[src/rtl/page_req_pkg.sv]
package page_req_pkg;
  localparam int SLOT_W = 4;
  localparam int COL_W  = 3;
  localparam int ENT_W  = 5;
  localparam int NCOLS  = 1 << COL_W;
  localparam int NCMP   = 7;

  typedef struct packed {
    logic               wrEn;
    logic               bank;
    logic [SLOT_W-1:0]  slot;
    logic [COL_W-1:0]   col;
  } wrStrobe_t;

  typedef struct packed {
    logic [2:0] mag;
    logic [3:0] tens;
    logic [3:0] units;
    logic [1:0] hourTens;
    logic [3:0] hourUnits;
    logic [2:0] minTens;
    logic [3:0] minUnits;
  } header_t;

  function automatic logic [3:0] fieldMask(input logic [COL_W-1:0] col);
    case (col)
      3'd0, 3'd5: fieldMask = 4'h7;
      3'd3:       fieldMask = 4'h3;
      3'd7:       fieldMask = 4'h0;
      default:    fieldMask = 4'hF;
    endcase
  endfunction

  function automatic logic [3:0] hdrDigit(input header_t h, input logic [COL_W-1:0] col);
    case (col)
      3'd0:    hdrDigit = {1'b0, h.mag};
      3'd1:    hdrDigit = h.tens;
      3'd2:    hdrDigit = h.units;
      3'd3:    hdrDigit = {2'b0, h.hourTens};
      3'd4:    hdrDigit = h.hourUnits;
      3'd5:    hdrDigit = {1'b0, h.minTens};
      3'd6:    hdrDigit = h.minUnits;
      default: hdrDigit = 4'h0;
    endcase
  endfunction
endpackage

[src/rtl/page_req_ctrl.sv]
module page_req_ctrl
  import page_req_pkg::*;
#(
  parameter int NUM_SLOTS = 10
) (
  input  logic              clk,
  input  logic              rstN,
  input  logic              cfgWe,
  input  logic [SLOT_W-1:0] cfgSlot,
  input  logic [COL_W-1:0]  cfgCol,
  input  logic              cfgBank,
  input  logic              cfgAllSlots,
  input  logic              dataWe,
  output wrStrobe_t         strobe,
  output logic              bankQ,
  output logic              allSlotsQ
);
  logic [SLOT_W-1:0] slotQ;
  logic [COL_W-1:0]  colQ;
  logic              accept;

  assign accept = dataWe && (int'(slotQ) < NUM_SLOTS);

  always_comb begin
    strobe.wrEn = accept;
    strobe.bank = bankQ;
    strobe.slot = slotQ;
    strobe.col  = colQ;
  end

  always_ff @(posedge clk) begin
    if (!rstN) begin
      slotQ     <= '0;
      colQ      <= '0;
      bankQ     <= 1'b0;
      allSlotsQ <= 1'b0;
    end else if (cfgWe) begin
      slotQ     <= cfgSlot;
      colQ      <= cfgCol;
      bankQ     <= cfgBank;
      allSlotsQ <= cfgAllSlots;
    end else if (accept) begin
      colQ <= colQ + 1'b1;
    end
  end


  col_wrap_chk: assert property (@(posedge clk) disable iff (!rstN)
    (dataWe && !cfgWe && strobe.wrEn && colQ == '1) |=> (colQ == '0));

  slot_hold_chk: assert property (@(posedge clk) disable iff (!rstN)
    (!cfgWe) |=> $stable(slotQ) && $stable(bankQ));

  reject_slot_chk: assert property (@(posedge clk) disable iff (!rstN)
    (int'(slotQ) >= NUM_SLOTS) |-> !strobe.wrEn);

  cfg_priority_chk: assert property (@(posedge clk) disable iff (!rstN)
    cfgWe |=> (colQ == $past(cfgCol)) && (slotQ == $past(cfgSlot)));
endmodule

[src/rtl/page_req_store.sv]
module page_req_store
  import page_req_pkg::*;
#(
  parameter int NUM_SLOTS = 10
) (
  input  logic                 clk,
  input  logic                 rstN,
  input  wrStrobe_t            strobe,
  input  logic [ENT_W-1:0]     dataIn,
  input  logic                 bankSel,
  input  logic                 allSlots,
  input  logic                 hdrValid,
  input  header_t              hdr,
  output logic [NUM_SLOTS-1:0] matchVec
);
  localparam int SW = $clog2(NUM_SLOTS);

  logic [ENT_W-1:0] mem [2][NUM_SLOTS][NCOLS];

  always_ff @(posedge clk) begin
    if (!rstN) begin
      for (int b = 0; b < 2; b++)
        for (int s = 0; s < NUM_SLOTS; s++)
          for (int c = 0; c < NCOLS; c++)
            mem[b][s][c] <= '0;
    end else if (strobe.wrEn) begin
      mem[strobe.bank][strobe.slot[SW-1:0]][strobe.col] <= dataIn;
    end
  end

  for (genvar s = 0; s < NUM_SLOTS; s++) begin : g_slot
    logic hit;
    logic active;
    always_comb begin
      hit = 1'b1;
      for (int c = 0; c < NCMP; c++) begin
        if (mem[bankSel][s][c][4] &&
            (((mem[bankSel][s][c][3:0] ^ hdrDigit(hdr, 3'(c))) & fieldMask(3'(c))) != 4'h0))
          hit = 1'b0;
      end
    end
    assign active      = (s < NUM_SLOTS - 1) || allSlots;
    assign matchVec[s] = hdrValid && active && hit;
  end


  match_needs_valid_chk: assert property (@(posedge clk) disable iff (!rstN)
    (matchVec != '0) |-> hdrValid);

  top_slot_off_chk: assert property (@(posedge clk) disable iff (!rstN)
    !allSlots |-> !matchVec[NUM_SLOTS-1]);
endmodule

[src/rtl/page_req_matcher.sv]
module page_req_matcher
  import page_req_pkg::*;
#(
  parameter int NUM_SLOTS = 10
) (
  input  logic                 clk,
  input  logic                 rstN,
  input  logic                 cfgWe,
  input  logic [3:0]           cfgSlot,
  input  logic [2:0]           cfgCol,
  input  logic                 cfgBank,
  input  logic                 cfgAllSlots,
  input  logic                 dataWe,
  input  logic [4:0]           dataIn,
  input  logic                 hdrValid,
  input  logic [2:0]           hdrMag,
  input  logic [3:0]           hdrTens,
  input  logic [3:0]           hdrUnits,
  input  logic [1:0]           hdrHourTens,
  input  logic [3:0]           hdrHourUnits,
  input  logic [2:0]           hdrMinTens,
  input  logic [3:0]           hdrMinUnits,
  output logic [NUM_SLOTS-1:0] matchVec
);
  wrStrobe_t strobe;
  logic      bankQ;
  logic      allSlotsQ;
  header_t   hdr;

  assign hdr = '{mag: hdrMag, tens: hdrTens, units: hdrUnits,
                 hourTens: hdrHourTens, hourUnits: hdrHourUnits,
                 minTens: hdrMinTens, minUnits: hdrMinUnits};

  page_req_ctrl #(.NUM_SLOTS(NUM_SLOTS)) u_ctrl (
    .clk(clk), .rstN(rstN), .cfgWe(cfgWe), .cfgSlot(cfgSlot), .cfgCol(cfgCol),
    .cfgBank(cfgBank), .cfgAllSlots(cfgAllSlots), .dataWe(dataWe),
    .strobe(strobe), .bankQ(bankQ), .allSlotsQ(allSlotsQ)
  );

  page_req_store #(.NUM_SLOTS(NUM_SLOTS)) u_store (
    .clk(clk), .rstN(rstN), .strobe(strobe), .dataIn(dataIn), .bankSel(bankQ),
    .allSlots(allSlotsQ), .hdrValid(hdrValid), .hdr(hdr), .matchVec(matchVec)
  );
endmodule

[config.mk]
export PLATFORM = sky130hd
export DESIGN_NAME = page_req_matcher
export DESIGN_NICKNAME = d
export VERILOG_FILES = /design/src/rtl/page_req_pkg.sv /design/src/rtl/page_req_ctrl.sv /design/src/rtl/page_req_store.sv /design/src/rtl/page_req_matcher.sv
export SDC_FILE = /design/constraint.sdc
export NUM_CORES = 1
export LEC_CHECK = 0
export ABC_AREA = 1
export BUFFER_PORTS_ARGS = -buffer_cell sky130_fd_sc_hd__buf_2
export CORE_MARGIN = 5
export CORE_UTILIZATION = 40
export CTS_BUF_LIST = sky130_fd_sc_hd__clkbuf_8
export DETAILED_ROUTE_END_ITERATION = 10
export MAX_ROUTING_LAYER = met4
export PLACE_DENSITY = 0.65
export SYNTH_ARGS = -nofsm -noshare
export SYNTH_HDL_FRONTEND = slang
export SYNTH_SLANG_ARGS = --single-unit
[constraint.sdc]
create_clock -name clk -period 4.8 [get_ports clk]
set_clock_uncertainty 0.1 [all_clocks]
set_input_delay 0.96 -clock clk [delete_from_list [all_inputs] [get_ports clk]]
set_output_delay 0.96 -clock clk [all_outputs]
set_load 0.02 [all_outputs]
==> results.json <==
{
  "swShare": 0.2719,
  "cap_violations": 0,
  "peakVddDrop_mv": 0.2334,
  "grtUsageTotal": 0.2225,
  "fin_crit_ps": 4549,
  "worstHoldStart": "cfgAllSlots",
  "num_vias": 24138,
  "crit_arrival_ps": 3490,
  "seq_area_frac_synth": 0.6163,
  "path_buf_inv": 5,
  "wl_um": 90340,
  "syn_area_um2": 30530,
  "dpl_worst_slack_ps": 725.1,
  "status": "completed",
  "internal-power_w": 0.009196,
  "cts_buffer_depth": 3,
  "final_max_slew_viol_count": 0,
  "layout_commonest_cell": "nand2_1",
  "end_kind": "primary output",
  "rr_worst_depth": 8,
  "synthDistinctLibCells": 33,
  "postRouteAntennaNets": 0,
  "drtIter0Drc": 2655,
  "port_buffers": 52,
  "clockRootBuffer": "clkbuf_8",
  "critPathTopFamily": "simple AND/OR/NAND/NOR gates",
  "relSlewSlack": 0.2963,
  "synth-warning-count": 0,
  "clk_pin_slew_worst_paths_ps": 70,
  "p_clk_frac": 0.372,
  "wire_per_inst_um": 19.64,
  "synth-seq-cells": 630,
  "r2r_setup_slack_ps": 1680,
  "cp.required_ps": 3740,
  "die_height_um": 286.3,
  "synth_nets": 3523,
  "fmax_ghz": 0.2198,
  "final_cell_mix": "nand2_1 (1543), edfxtp_1 (620), nor2_1 (483)",
  "place_hpwl_um": 54280,
  "holdPathEnd": "u_ctrl.allSlotsQ",
  "timing.rr.start": "u_ctrl.slotQ[1]",
  "worst_pin_slew_ps": 1050,
  "crit_path_frequent_cell": "nand2_1",
  "cts_hold_buf": 0,
  "vias_per_cell": 5.247,
  "grt_max_degree": 138,
  "insertion_delay_ps": 740,
  "synthCells": 3479,
  "grt_first_pass_wirelength_um": 134800,
  "cts_sinks": 630,
  "antenna_found_initial": 3,
  "start_kind": "register",
  "overflow": 0,
  "setup_viol": 0,
  "power_density_nw_per_um2": 371.5,
  "areaGrowthSynthToFinish_pct": 11.33,
  "cp_slowest_cell": "inv_12",
  "yosys.area.top_type": "edfxtp_1",
  "hold-path-cell-count": 3,
  "power.leakage_nw": 15.21,
  "synth_top_area_share": 0.6097,
  "drc_errors": 0,
  "die_x_um": 286.3,
  "r2r-end": "u_store.mem[0][186]",
  "gp_congestion": 0.8784,
  "firstDrtPassIters": 6,
  "cts_max_level": 3,
  "core_area_um2": 75820,
  "num_io_pins": 53,
  "cp_cell_sequence": "inv_12 > buf_4 > nand2_1 > nand2_1 > nand2_1 > nand2_1 > nand2_1 > inv_1 > nand2_1 > nand2_1 > nand2_1 > inv_1 > nand2_1 > nor2_1 > buf_2",
  "finalSetupTns_ps": 0,
  "path_class": "register to primary output",
  "start_util": 0.4027,
  "finalHoldViolCount": 0,
  "worstHoldPathType": "input pin to register",
  "grt_pass1_vias": 22522,
  "max_stage_delay_ps": 430,
  "p_seq_frac": 0.514,
  "syn_area_per_cell_um2": 8.777,
  "p_sw_w": 0.003435,
  "row_count": 101,
  "nets": 3579,
  "ys_top_cells_by_area": "edfxtp_1 (61%), nand2_1 (19%), nor2_1 (6.0%)",
  "cts-buffers-inserted": 107,
  "cts_tree": "built",
  "rsz0062_at_grt": "no",
  "drive_gt1_frac": 0.08508,
  "worst_slack_ps": 250.6,
  "pwr-share-comb": 0.114,
  "cp_max_fo": 137,
  "die-area_um2": 81960,
  "fin_crit_sh": 0.9478
}
## synth_stat cells
master and count:
buf_4 10, or2_2 1, o211ai_1 19, nand3b_1 2, a21boi_1 1, a21oi_1 64
nor3_1 16, buf_1 7, nor2_2 8, clkbuf_1 86, ha_1 1, o21ai_0 30
a21oi_2 2, nor4_1 1, mux2i_1 1, nor2_4 3, dfxtp_1 10, clkinv_1 18
a211oi_1 1, nand4_1 20, nand3_1 250, nor3_4 1, buf_2 69, nor3_2 3
o22ai_1 1, nor2_1 489, inv_1 138, a31oi_1 1, xor2_1 39, inv_2 23
nand2_1 1543, nand2_4 1, edfxtp_1 620
## cell families (layout without fill, tap and decap cells)
group,count (synthesis),after routing,share of synthesized area
AOI/OAI and AO/OA,119,119,0.02155
xor gates and xnor gates,39,39,0.01119
adders and majority gates,1,1,0.0004097
buffers and inverters,351,492,0.04721
DFF,630,630,0.6163
muxes,1,1,0.0003278
other,0,2,0
and+or+nand+nor,2338,2338,0.3030
## final cells by class
cell class,instances,area (µm²)
antenna,2,5.005
clock buffer,109,1500
clock inverter,85,529.3
fill,7224,41830
inverter,179,688.2
multi-input combinational,2498,10340
sequential,630,18820
tap,978,1224
timing repair buffer,119,882.1
## power by group through the flow
| stage | Clock (W) | Combinational (W) | Sequential, W |
|---|---|---|---|
| CTS | 0.00475 | 0.00143 | 0.00648 |
| detailed placement | 0 | 0.00143 | 0.00660 |
| global route | 0.00504 | 0.00159 | 0.00651 |
| global placement | 0 | 0.00141 | 0.00659 |
| finish | 0.00470 | 0.00144 | 0.00649 |
| floorplan | 0 | 0.000940 | 0.00657 |
## routing by layer
layer  track usage  share of wire
met4       0.06642          0.027
met3       0.04106          0.098
met2        0.3558           0.46
met1        0.2925           0.41
met5             -              0
## worst max-delay path by stage
stage                               end  slack, ps  cells past startpoint
global placement            matchVec[9]        760                     10
detailed placement          matchVec[9]        730                     10
CTS                         matchVec[9]         80                     15
floorplan           u_store.mem[1][100]        810                      5
global route                matchVec[9]         30                     15
finish                      matchVec[9]        250                     15
## flip-flops by register name, indices dropped and copies added, names as in the netlist, named ones only
register / flops
u_ctrl.allSlotsQ: 1
u_ctrl.bankQ: 1
u_ctrl.colQ: 3
u_ctrl.slotQ: 4
u_store.mem: 620
## per-stage QoR
| stage | std cells | total power, W | util | cell area (µm²) | hold WS [ps] |
|---|---|---|---|---|---|
| floorplan | 3479 | 0.007511 | - | 30530 | 362.6 |
| global placement | 4404 | 0.008001 | 0.4214 | 31950 | 389.3 |
| detailed placement | 4404 | 0.008024 | 0.4214 | 31950 | 397.0 |
| CTS | 4598 | 0.01266 | 0.4482 | 33980 | 323.3 |
| global route | 4600 | 0.01314 | 0.4484 | 34000 | 360.5 |
| finish | 4600 | 0.01263 | 0.4484 | 34000 | 366.3 |
## what timing repair did
item                       in CTS  in global routing
resized for setup               0                  3
setup buffers                   0                  0
setup endpoints to repair       0                  2
## worst reg2reg max path, delay by kind of cell (launching register included)
family | cells | cell delay (ps)
AOI/OAI and AO/OA | 1 | 120
buffers and inverters | 3 | 910
DFF | 1 | 340
and+or+nand+nor | 4 | 1300
Note: power is estimated with default switching activity, not from simulation.
